### src/rtl/ucode_pkg.sv
package ucode_pkg;

  localparam int OP_W   = 6;
  localparam int UPC_W  = 4;
  localparam int CTRL_W = 16;
  localparam int N_DISP = 5;

  typedef enum logic [1:0] {
    SEQ_ZERO = 2'b00,
    SEQ_DISP = 2'b01,
    SEQ_INC  = 2'b10,
    SEQ_HOLD = 2'b11
  } seq_e;

  // Datapath control points, MSB first so the packed layout equals ctrlWord.
  typedef struct packed {
    logic       brSel;
    logic       pcEn;
    logic       memToReg;
    logic       regDst;
    logic       regWr;
    logic       dmemWr;
    logic       mEn;
    logic       dmemRd;
    logic [1:0] aluOp;
    logic       extSign;
    logic       aluImm;
    logic       sEn;
    logic       opEn;
    logic       irEn;
    logic       imemRd;
  } ctrl_t;

  // Strobes that the store hands to the micro-PC logic.
  typedef struct packed {
    seq_e seq;
    logic memStep;
  } seq_cmd_t;

  typedef struct packed {
    seq_cmd_t cmd;
    ctrl_t    ctrl;
  } uinst_t;

  localparam logic [1:0] ALU_ADD = 2'b00;
  localparam logic [1:0] ALU_OR  = 2'b01;
  localparam logic [1:0] ALU_FUN = 2'b10;

  // Microprogram entry points.
  localparam logic [UPC_W-1:0] A_FETCH = 4'd0;
  localparam logic [UPC_W-1:0] A_DEC   = 4'd1;
  localparam logic [UPC_W-1:0] A_REX   = 4'd2;
  localparam logic [UPC_W-1:0] A_RWB   = 4'd3;
  localparam logic [UPC_W-1:0] A_OEX   = 4'd4;
  localparam logic [UPC_W-1:0] A_OWB   = 4'd5;
  localparam logic [UPC_W-1:0] A_LEX   = 4'd6;
  localparam logic [UPC_W-1:0] A_LMEM  = 4'd7;
  localparam logic [UPC_W-1:0] A_LWB   = 4'd8;
  localparam logic [UPC_W-1:0] A_SEX   = 4'd9;
  localparam logic [UPC_W-1:0] A_SMEM  = 4'd10;
  localparam logic [UPC_W-1:0] A_BR    = 4'd11;

  // Dispatch table: opcode -> first execute step.
  localparam logic [OP_W-1:0]  DISP_OP  [N_DISP] = '{6'd1, 6'd2, 6'd3, 6'd4, 6'd5};
  localparam logic [UPC_W-1:0] DISP_TGT [N_DISP] = '{A_REX, A_OEX, A_LEX, A_SEX, A_BR};

endpackage

### src/rtl/ucode_dispatch.sv
module ucode_dispatch
  import ucode_pkg::*;
(
  input  logic [OP_W-1:0]  opcode,
  output logic [UPC_W-1:0] dispAddr,
  output logic             dispValid
);

  logic [N_DISP-1:0]  hit;
  logic [UPC_W-1:0]   tgtMasked [N_DISP];

  for (genvar i = 0; i < N_DISP; i++) begin : g_entry
    assign hit[i]       = (opcode == DISP_OP[i]);
    assign tgtMasked[i] = hit[i] ? DISP_TGT[i] : '0;
  end

  always_comb begin
    dispAddr = '0;
    for (int i = 0; i < N_DISP; i++) dispAddr |= tgtMasked[i];
  end

  assign dispValid = |hit;

  // Opcodes in the table are distinct, so at most one entry matches.
  always_comb begin
    a_single_hit_r4: assert ($onehot0(hit));
  end

endmodule

### src/rtl/ucode_store.sv
module ucode_store
  import ucode_pkg::*;
(
  input  logic [UPC_W-1:0] uPC,
  output uinst_t           uInst
);

  always_comb begin
    uInst = '0;
    uInst.cmd.seq = SEQ_ZERO;
    unique case (uPC)
      A_FETCH: begin
        uInst.ctrl.imemRd  = 1'b1;
        uInst.ctrl.irEn    = 1'b1;
        uInst.cmd.memStep  = 1'b1;
        uInst.cmd.seq      = SEQ_INC;
      end
      A_DEC: begin
        uInst.ctrl.opEn    = 1'b1;
        uInst.cmd.seq      = SEQ_DISP;
      end
      A_REX: begin
        uInst.ctrl.sEn     = 1'b1;
        uInst.ctrl.aluOp   = ALU_FUN;
        uInst.cmd.seq      = SEQ_INC;
      end
      A_RWB: begin
        uInst.ctrl.regWr   = 1'b1;
        uInst.ctrl.regDst  = 1'b1;
        uInst.ctrl.pcEn    = 1'b1;
      end
      A_OEX: begin
        uInst.ctrl.sEn     = 1'b1;
        uInst.ctrl.aluImm  = 1'b1;
        uInst.ctrl.aluOp   = ALU_OR;
        uInst.cmd.seq      = SEQ_INC;
      end
      A_OWB: begin
        uInst.ctrl.regWr   = 1'b1;
        uInst.ctrl.pcEn    = 1'b1;
      end
      A_LEX, A_SEX: begin
        uInst.ctrl.sEn     = 1'b1;
        uInst.ctrl.aluImm  = 1'b1;
        uInst.ctrl.extSign = 1'b1;
        uInst.ctrl.aluOp   = ALU_ADD;
        uInst.cmd.seq      = SEQ_INC;
      end
      A_LMEM: begin
        uInst.ctrl.dmemRd  = 1'b1;
        uInst.ctrl.mEn     = 1'b1;
        uInst.cmd.memStep  = 1'b1;
        uInst.cmd.seq      = SEQ_INC;
      end
      A_LWB: begin
        uInst.ctrl.regWr    = 1'b1;
        uInst.ctrl.memToReg = 1'b1;
        uInst.ctrl.pcEn     = 1'b1;
      end
      A_SMEM: begin
        uInst.ctrl.dmemWr  = 1'b1;
        uInst.ctrl.pcEn    = 1'b1;
        uInst.cmd.memStep  = 1'b1;
      end
      A_BR: begin
        uInst.ctrl.pcEn    = 1'b1;
        uInst.ctrl.brSel   = 1'b1;
      end
      default: uInst = '0;
    endcase
  end

endmodule

### src/rtl/ucode_upc.sv
module ucode_upc
  import ucode_pkg::*;
(
  input  logic             clk,
  input  logic             rst,
  input  logic             waitIn,
  input  seq_cmd_t         cmd,
  input  logic [UPC_W-1:0] dispAddr,
  input  logic             dispValid,
  output logic [UPC_W-1:0] uPC
);

  logic             holdNow;
  logic [UPC_W-1:0] nextPC;

  assign holdNow = (cmd.memStep && waitIn) || (cmd.seq == SEQ_HOLD);

  always_comb begin
    nextPC = uPC;
    if (!holdNow) begin
      unique case (cmd.seq)
        SEQ_ZERO: nextPC = A_FETCH;
        SEQ_DISP: nextPC = dispValid ? dispAddr : A_FETCH;
        SEQ_INC:  nextPC = uPC + 1'b1;
        default:  nextPC = uPC;
      endcase
    end
  end

  always_ff @(posedge clk) begin
    if (rst) uPC <= A_FETCH;
    else     uPC <= nextPC;
  end

  p_wait_hold_r11: assert property (@(posedge clk) disable iff (rst)
    (cmd.memStep && waitIn) |=> $stable(uPC));

  p_increment_r3: assert property (@(posedge clk) disable iff (rst)
    (cmd.seq == SEQ_INC && !waitIn) |=> (uPC == $past(uPC) + 1'b1));

  p_return_fetch_r6: assert property (@(posedge clk) disable iff (rst)
    (cmd.seq == SEQ_ZERO && !(cmd.memStep && waitIn)) |=> (uPC == A_FETCH));

  p_unknown_op_r5: assert property (@(posedge clk) disable iff (rst)
    (cmd.seq == SEQ_DISP && !dispValid) |=> (uPC == A_FETCH));

  p_dispatch_r4: assert property (@(posedge clk) disable iff (rst)
    (cmd.seq == SEQ_DISP && dispValid) |=> (uPC == $past(dispAddr)));

endmodule

### src/rtl/ucode_sequencer.sv
module ucode_sequencer
  import ucode_pkg::*;
(
  input  logic              clk,
  input  logic              rst,
  input  logic [OP_W-1:0]   opcode,
  input  logic              waitIn,
  output logic [CTRL_W-1:0] ctrlWord
);

  logic [UPC_W-1:0] uPC;
  logic [UPC_W-1:0] dispAddr;
  logic             dispValid;
  uinst_t           uInst;

  ucode_dispatch i_dispatch (
    .opcode    (opcode),
    .dispAddr  (dispAddr),
    .dispValid (dispValid)
  );

  ucode_store i_store (
    .uPC   (uPC),
    .uInst (uInst)
  );

  ucode_upc i_upc (
    .clk       (clk),
    .rst       (rst),
    .waitIn    (waitIn),
    .cmd       (uInst.cmd),
    .dispAddr  (dispAddr),
    .dispValid (dispValid),
    .uPC       (uPC)
  );

  assign ctrlWord = uInst.ctrl;

  // Data memory is never read and written in one step.
  p_mem_exclusive_r2: assert property (@(posedge clk) disable iff (rst)
    !(ctrlWord[8] && ctrlWord[10]));

endmodule

### config.mk
export PLATFORM = sky130hd
export DESIGN_NAME = ucode_sequencer
export DESIGN_NICKNAME = d
export VERILOG_FILES = /design/src/rtl/ucode_pkg.sv /design/src/rtl/ucode_dispatch.sv /design/src/rtl/ucode_store.sv /design/src/rtl/ucode_upc.sv /design/src/rtl/ucode_sequencer.sv
export SDC_FILE = /design/constraint.sdc
export NUM_CORES = 1
export LEC_CHECK = 0
export CORE_MARGIN = 2
export CORE_UTILIZATION = 39
export CTS_CLUSTER_DIAMETER = 150
export CTS_CLUSTER_SIZE = 16
export DETAILED_ROUTE_END_ITERATION = 10
export PLACE_DENSITY = 0.79
export SLEW_MARGIN = 20
export SYNTH_ARGS = -nofsm -noshare
export SYNTH_HDL_FRONTEND = slang
export SYNTH_SLANG_ARGS = --single-unit
### constraint.sdc
create_clock -name clk -period 3.9 [get_ports clk]
set_input_delay 0.585 -clock clk [delete_from_list [all_inputs] [get_ports clk]]
set_output_delay 0.585 -clock clk [all_outputs]
set_load 0.02 [all_outputs]
After elaboration in Yosys (flattened, before gate mapping) --
Index checks and enable logic that the tools add are counted.
Operators by class: $add $sub $neg 1, equality and inequality tests 19, multiplexer cells 22, bitwise logic cells 5, reduce and logical (&&, ||, !) cells 14
Operator list (number):
- 4-bit by 3-bit equality test with 1-bit output (second input constant) | 4
- 4-bit equality test (second input constant) | 4
- 4-bit bitwise OR | 4
- 6-bit by 2-bit equality test with 1-bit output (second input constant) | 2
- 6-bit by 3-bit equality test with 1-bit output (second input constant) | 2
- 4-bit two-way mux | 3
- 4-bit one-hot mux with 3 select lines | 1
- 1-bit two-way mux | 11
- 5-bit OR reduction | 2
- 3-bit OR reduction | 3
- 4-bit by 2-bit equality test with 1-bit output (second input constant) | 2
- 2-bit one-hot mux with 2 select lines | 2
- 6-bit by 1-bit equality test with 1-bit output (second input constant) | 1
- 2-bit two-way mux | 3
- 3-bit two-way mux | 2
- 6-bit OR reduction | 1
- 4-bit by 1-bit adder with 4-bit output (second input constant) | 1
- 2-bit equality test (second input constant) | 2
- 4-bit by 1-bit equality test with 1-bit output (second input constant) | 1
- 4-bit zero test | 1
- 4-bit OR reduction | 1
- 3-bit nonzero test | 1
- 2-bit by 1-bit equality test with 1-bit output (second input constant) | 1
- 2-bit zero test | 1
- 5 further kinds | 5
Storage, ports and cells: bits in registers 4, bits of input ports 9, logic and storage cells 62

Logic depth before layout (Yosys ltp) --
Gate-level depths: netlist of the first run.
depth in word-level cells 8, gate-level depth with buffers 11, gate-level depth less buffers 11

Cells and area by module --
A second synthesis of the first run with hierarchy kept.
Unflattened totals: cells, all modules 75, area total of the unflattened synthesis 589.3 sq um
Modules (own cells, without submodules):
- ucode_upc | times used 1, cells an instance 32, area each 287.8 sq um, sequential area each 80.1 sq um
- ucode_store | times used 1, cells an instance 35, area each 244.0 sq um, sequential area each 0.0 sq um
- ucode_dispatch | times used 1, cells an instance 8, area each 57.6 sq um, sequential area each 0.0 sq um

Worst setup path before layout of the first run --
OpenSTA, ideal clock, no wires.
path type register to register, start point register i_upc.uPC[0], end point register i_upc.uPC[3], arrival time 3053 ps, path slack 788 ps, stages on the path, launching flop included 11, path buffers 0, cells stage by stage dfxtp_1 -> inv_1 -> ha_1 -> and3b_1 -> a221o_1 -> or2_1 -> or3_1 -> ha_1 -> or3_1 -> a311o_1 -> nand2_1
Between the ends: cells in the longest elaborated chain, start to end 7, elaborated cells on any way between the ends 23
RTL lines:
- start: declaration | RTL line ucode_upc.sv:10 | output logic [UPC_W-1:0] uPC
- start signal: assignment | RTL line ucode_upc.sv:32 | else uPC <= nextPC;
- 4-bit by 2-bit equality test with 1-bit output, or another cell as far along | RTL line ucode_store.sv:11 | unique case (uPC)
- 6-bit OR reduction (no line) or 3-bit OR reduction (tied branches)
- 2-bit one-hot mux with 2 select lines or 1-bit two-way mux (tied branches) | RTL line ucode_store.sv:11
- 2-bit equality test or 1-bit logical AND (tied branches) | RTL line ucode_upc.sv:16 | assign holdNow = (cmd.memStep && waitIn) || (cmd.seq == SEQ_HOLD);
- 1-bit logical OR | RTL line ucode_upc.sv:16
- 1-bit NOT (no line)
- 2-bit AND reduction (no line)
Several ways; a longest one is shown, not always the timed one. A chain may end at the register's enable or synchronous reset.

Worst setup path in the final report of the first run --
start point register i_upc.uPC[0], end point register i_upc.uPC[0]
The elaborated chain is that of the path after synthesis.

==> summary.md, run 1 <==
| Metric | Value |
|---|---|
| Status | finished clean |
| Final Net Count | 105 |
| Final hold vios | 0 |
| Die Ht | roughly 41 microns |
| GRT Resource Usage Total | about 16% |
| Mapped Avg Cell Area | between 8 and 9 sq um |
| Port Buffers | 24 |
| Core Region | about 1300 sq um |
| Synth Area in Adders | ~17% |
| IO Count | 25 |
| # clock sinks | 4 |
| Comb pwr share | 64.2% |
| Clock Tree Buf Depth | 2 |
| Clk network pwr share | 16.9% |
| Final min period | 3.06 ns |
| Total power | 0.286 mW |
| DRT Pass-1 Iters | 2 |
| Starting density of the core | between 40% and 50% |
| Final worst-path cycle share | about 78% |
| Arr. time, crit path | approximately 3.2 ns |
| Pre-CTS WS | 0.832 ns |
| Placement Rows | 13 |
| First-pass GRT wire length | between 1500 and 2000 microns |
| Switching power of the nets | 0.121 mW |
| DP Cell Count | 99 |
| Largest regs | i_upc.uPC x4 |
| Vias per inst | 5.35 |
| Post-synthesis compound-gate area fraction | 21.7% |
| Die ar. | roughly 1700 sq um |
| Iter 0 DRT Violations | 6 |
| Post-route ant nets | 0 |
| Slew HR | between 60% and 70% |
| Post-synthesis mux area share | between 1.5 and 2% |
| Fillers | 135 |
| Commonest non-fill, non-tap cell in the layout | clkdlybuf4s50_1 |
| Share of cells above drive strength 1 | approximately 5.7% |
| Xor and xnor area share after synthesis | between 1.5 and 2% |
| Sequential fraction of the synthesis area | between 10% and 20% |
| Post-synth cell types | 34 |
| Seq pwr share | around a fifth |
| CTS tree | yes |
| Unrepaired setup endpoints after global routing | false |
| Pint | roughly 0.16 mW |
| Final cell count without fillers | about 100 |
| Maximum vdd drop | about 200 uV |
| Hold Buf Count CTS | 0 |
| Synth-to-Final Area Change | 47.7% |
| Setup Buffers After CTS | 0 |
| Vias | approximately 550 |
| Fin Clk Skew | ~0.0014 ns |
| Die X | 40.7 microns |
| Post-Route WL | 1240 microns |
| Critical Path End Type | register |
| CTS Root Buffer Type | clkbuf_4 |
| Worst-path clk slew | 0.03 ns |
| Detail-routed net length per standard cell | 12.1 microns |
| Largest register FFs | 4 |
| Largest family of logic cells by synthesized area | simple AND/OR/NAND/NOR gates |
| Largest net degree at the start of global routing | 12 |
| Initial antenna violation count | 0 |
| Crit path kind | register to register |
| Crit path max fanout | 5 |
| Cell count after synthesis | 64 |
| Switching share of power | a little over two fifths |
| Setup WS post-layout | about 0.84 ns |
| Setup violations, final | 0 |
| Leakage power | around 0.32 nW |
| Slew at the pin with the worst max-slew slack | about 0.52 ns |
| MaxCap Viol Count | 0 |
| Number of gates resized after cts | 0 |
| Worst Hold Class | register to register |
| Commonest cells after routing, fill and taps aside | 24 x clkdlybuf4s50_1, 7 x ha_1, 5 x inv_1 |
| Later-pin clock latency in the skew report | about 0.23 ns |
| Worst EP required | roughly 4 ns |
| Synthesis-stage register bit count | 4 |
| CTS H-tree lvls | 1 |
| Crit start category | register |
| Simple-gate share of the synthesized area | between 30% and 40% |
| Max Slew Vio Count | 0 |
| Cell Area, Synth | around 520 sq um |
| # DRC | 0 |
| GR Overflow Total | 0 |
| Dpl hpwl | approximately 1000 microns |
| Vias in the first global route | around 450 |
| Mapped Nets | 80 |
| ANT cells | 0 |
| YS warnings | 0 |
| Biggest register | i_upc.uPC |
| CTS buffer count | 3 |
| Final setup TNS | 0 ns |
| Cell Pwr Density | 369 nW/um^2 |
| Peak Freq | ~330 MHz |
| Placer Congestion | approximately 0.73 |
-- layout make-up --
class	instances	area, sq um	share of cell area [%]
multi-input cells	51	394	50.9
repair buffers	24	240	31.0
flip-flops and latches	4	80.1	10.3
clock buffers	3	22.5	2.91
inverters	5	18.8	2.42
well taps	15	18.8	2.42
-- routing by layer --
metal  vias to the layer above  part of all wire, %  GRT usage [%]
met2                        20                   51           31.3
met5                         -                    0              0
met4                         0                    0           5.00
met3                         0                  5.3           1.63
met1                       246                   44           18.7
li1                        280                    -              -
-- cells in the mapped netlist --
master,instances,area share (%)
a32oi_1,2,3.3
and3b_1,2,3.3
a21oi_1,2,1.9
nor4b_1,1,1.7
and3b_4,1,2.4
o21bai_1,1,1.4
a221o_1,1,1.9
xor2_1,1,1.7
o31a_1,1,1.7
buf_6,1,2.1
o21a_1,2,2.9
nor3b_1,1,1.4
dfxtp_1,4,15
a22o_1,1,1.7
nor2_1,1,0.72
o211ai_1,1,1.4
nand2_1,4,2.9
or4_1,2,2.9
inv_1,5,3.6
o21ai_0,2,1.9
nand3b_1,1,1.4
a311o_1,1,1.9
a2111oi_0,1,1.7
nor3_1,1,0.95
or3_1,3,3.6
nor2b_1,2,2.4
buf_4,2,2.9
mux2i_1,1,1.9
nand3_1,2,1.9
or2_1,1,1.2
ha_1,7,17
and2_1,4,4.8
buf_2,1,0.95
or3b_2,1,1.7
-- kinds of logic (layout without fill, tap and decap cells) --
kind of cell / count (synthesis) / after routing
and+or+nand+nor: 27 / 27
AOI/OAI and AO/OA: 15 / 15
buffers and inverters: 9 / 32
adders and majority gates: 7 / 7
DFF: 4 / 4
xor gates and xnor gates: 1 / 1
muxes: 1 / 1
-- path summary, 6_finish.rpt --
| path | cells after the start | slack, ns | endpoint | start |
|---|---|---|---|---|
| max reg2reg | 11 | 0.84 | i_upc.uPC[0] | i_upc.uPC[0] |
| min reg2reg | 2 | 0.56 | i_upc.uPC[1] | i_upc.uPC[1] |
| min | 2 | 0.56 | i_upc.uPC[1] | i_upc.uPC[1] |
| max | 11 | 0.84 | i_upc.uPC[0] | i_upc.uPC[0] |
-- power by group through the flow --
stage          Combinational, mW  Sequential [mW]  Clock [mW]
3_3_place_gp               0.180           0.0538           0
4_1_cts                    0.184           0.0538      0.0512
6_report                   0.184           0.0538      0.0484
5_1_grt                    0.203           0.0545      0.0534
2_1_floorplan              0.122           0.0523           0
3_5_place_dp               0.183           0.0545           0
-- through the flow --
| step | util (%) | area [sq um] | hold WS, ns |
|---|---|---|---|
| after global routing | 60.3 | 774 | 0.606 |
| after detailed placement | 58.5 | 752 | 0.555 |
| after CTS | 60.3 | 774 | 0.560 |
| after global placement | 58.5 | 752 | 0.527 |
| final | 60.3 | 774 | 0.557 |
| after floorplan | - | 524 | 0.489 |
-- worst max-delay path, cell delays in order (launching register included) --
cell	delay, ns
dfxtp_1	0.39
inv_1	0.10
ha_1	0.23
and3b_1	0.20
a221o_1	0.27
or2_1	0.24
nor3_1	0.21
ha_1	0.17
nor4b_1	0.41
nand3b_1	0.19
a2111oi_0	0.41
o21a_1	0.18
(Power assumes the default switching activity.)
==> inputs of run 2 (changes only) <==
==> constraint.sdc (replaced) <==
create_clock -name clk -period 3.2 [get_ports clk]
set_input_delay 0.48 -clock clk [delete_from_list [all_inputs] [get_ports clk]]
set_output_delay 0.48 -clock clk [all_outputs]
set_load 0.02 [all_outputs]
==> summary.md, run 2 (synthesis gave the netlist of run 1 again) <==
| Metric | Value |
|---|---|
| Max Slew Vio Count | 0 (unchanged) |
| Largest net degree at the start of global routing | 12 (unchanged) |
| Post-Route WL | 1220 microns (-1.7%) |
| Worst path max stage delay | 0.40 ns (about the same) |
| Leakage power | 0.329 nW (+1.7%) |
| Placement Rows | 13 (unchanged) |
| Commonest non-fill, non-tap cell in the layout | clkdlybuf4s50_1 |
| Vias | 555 (+1.6%) |
| Share of cells above drive strength 1 | 6.82% (+1.1 points) |
| Later-pin clock latency in the skew report | 0.23 ns (about the same) |
| Slew HR | 60.5% (-4.9 points) |
| Worst EP required | 3.37 ns (-0.70 ns) |
| # DRC | 0 (unchanged) |
| Crit start category | register |
| DRT Pass-1 Iters | 4 (+2) |
| Pre-CTS WS | 0.181 ns (-0.651 ns) |
| Fin Clk Skew | 0.00165 ns (+0.000197 ns) |
| Iter 0 DRT Violations | 4 (-2) |
| Post-route ant nets | 0 (unchanged) |
| Commonest cells after routing, fill and taps aside | 24 x clkdlybuf4s50_1, 7 x ha_1, 5 x inv_1 |
| Crit path kind | register to register |
| Hold Buf Count CTS | 0 (unchanged) |
| Vias per inst | 5.39 (+0.66%) |
| Slowest-stage cell, CP | or3_1 |
| Worst hold slack | 0.541 ns (-0.0152 ns) |
| Unrepaired setup endpoints after global routing | false |
| CTS H-tree lvls | 1 (unchanged) |
| Worst-path clk slew | 0.03 ns (about the same) |
| CTS tree | yes |
| Final setup TNS | 0 ns (unchanged) |
| Biggest register | i_upc.uPC |
| Fillers | 118 (-13%) |
| Slew at the pin with the worst max-slew slack | 0.591 ns (+0.0739 ns) |
| Starting density of the core | 40.8% (unchanged) |
| Vias in the first global route | 446 (-0.67%) |
| Final worst-path cycle share | 92.3% (+14 points) |
| Largest register FFs | 4 (unchanged) |
| Crit path max fanout | 5 (unchanged) |
| Setup violations, final | 0 (unchanged) |
| ANT cells | 0 (unchanged) |
| Maximum vdd drop | 319 uV (+57%) |
| Clock Tree Buf Depth | 2 (unchanged) |
| MaxCap Viol Count | 0 (unchanged) |
| CTS buffer count | 3 (unchanged) |
| Die ar. | 1650 sq um (unchanged) |
| Arr. time, crit path | 3.12 ns (-0.11 ns) |
| Final min period | 2.95 ns (-0.103 ns) |
| IO Count | 25 (unchanged) |
| Dpl hpwl | 997 microns (-3.9%) |
| Worst Hold Class | register to register |
| Critical path cell sequence | inv_1 > ha_1 > and3b_1 > a221o_1 > or2_1 > or3_1 > ha_1 > or3_1 > a311o_1 > nand2_1 |
| CTS Root Buffer Type | clkbuf_4 |
| Peak Freq | 338 MHz (+3.5%) |
| Cell Pwr Density | 446 nW/um^2 (+21%) |
| Setup WS post-layout | 0.245 ns (-0.597 ns) |
| # clock sinks | 4 (unchanged) |
| Final instance area | 783 sq um (+1.1%) |
| Final hold vios | 0 (unchanged) |
| Initial antenna violation count | 0 (unchanged) |
| Critical Path End Type | register |
| Synth-to-Final Area Change | 49.4% |
| GRT Resource Usage Total | 16.7% (+0.34 points) |
| Status | finished clean |
| Detail-routed net length per standard cell | 11.8 microns (-2.7%) |
| First-pass GRT wire length | 1840 microns (unchanged) |
| Die X | 40.7 microns (unchanged) |
| GR Overflow Total | 0 (unchanged) |
| Placer Congestion | 0.833 (+14%) |
| Final Net Count | 106 (+0.95%) |
| Largest regs | i_upc.uPC x4 |
| Die Ht | 40.7 microns (unchanged) |
| Port Buffers | 24 (unchanged) |
| Area after DPL | 759 sq um (+1.0%) |
| Core Region | 1280 sq um (unchanged) |
[run 2: cell types whose count changed in the layout (fill, tap and decap cells not counted), sizes merged]
cell / previous run / this run
buf: 0 / 1
[run 2: report_power, final]
| part | leakage (nW) | switching, mW | internal [mW] |
|---|---|---|---|
| logic | 0.282 | 0.121 | 0.104 |
| clock network | 0.0138 | 0.0170 | 0.0417 |
| registers | 0.0324 | 0.00865 | 0.0569 |
| total | 0.329 | 0.147 | 0.203 |
[run 2: critical path: cells and delay by family, from the launching register on]
| kind | cells | cell delay, ns |
|---|---|---|
| fa+ha+maj | 2 | 0.55 |
| simple gates | 5 | 1.27 |
| flops | 1 | 0.39 |
| compound gates | 2 | 0.58 |
| buf+inv | 1 | 0.10 |
[run 2: final timing paths]
kind / from / end / slack, ns / cells after the start
worst max-delay path: i_upc.uPC[0] / i_upc.uPC[3] / 0.25 / 10
worst min-delay path: i_upc.uPC[1] / i_upc.uPC[1] / 0.54 / 2
worst max register to register: i_upc.uPC[0] / i_upc.uPC[3] / 0.25 / 10
worst min register to register: i_upc.uPC[1] / i_upc.uPC[1] / 0.54 / 2
[run 2: timing repair]
| action | in CTS | in global routing |
|---|---|---|
| buffers inserted | 0 | 0 |
| endpoints found under the hold margin | 0 | 0 |
| endpoints found under the setup margin | 0 | 1 |
| gates resized for setup | 0 | 1 |
[run 2: layout make-up]
cell class / count / area [sq um] / area share [%]
Tap cell: 15 / 18.8 / 2.40
Timing Repair Buffer: 25 / 248 / 31.6
Inverter: 5 / 18.8 / 2.40
Multi-Input combinational cell: 51 / 395 / 50.5
Clock buffer: 3 / 22.5 / 2.88
Sequential cell: 4 / 80.1 / 10.2
[run 2: metal layers]
layer	up-vias	GRT usage (%)	wire length (microns)
li1	290	-	-
met1	247	19.0	541
met2	18	30.6	604
met3	0	3.80	69
met4	0	5.00	0
met5	-	0	0
[run 2: metrics by stage]
| stage | cells | utilization, % | total power [mW] |
|---|---|---|---|
| 5_1_grt | 103 | 61.0 | 0.381 |
| 2_1_floorplan | 64 | - | 0.212 |
| 3_3_place_gp | 100 | 59.1 | 0.283 |
| 4_1_cts | 103 | 60.9 | 0.350 |
| 6_report | 103 | 61.0 | 0.349 |
| 3_5_place_dp | 100 | 59.1 | 0.287 |
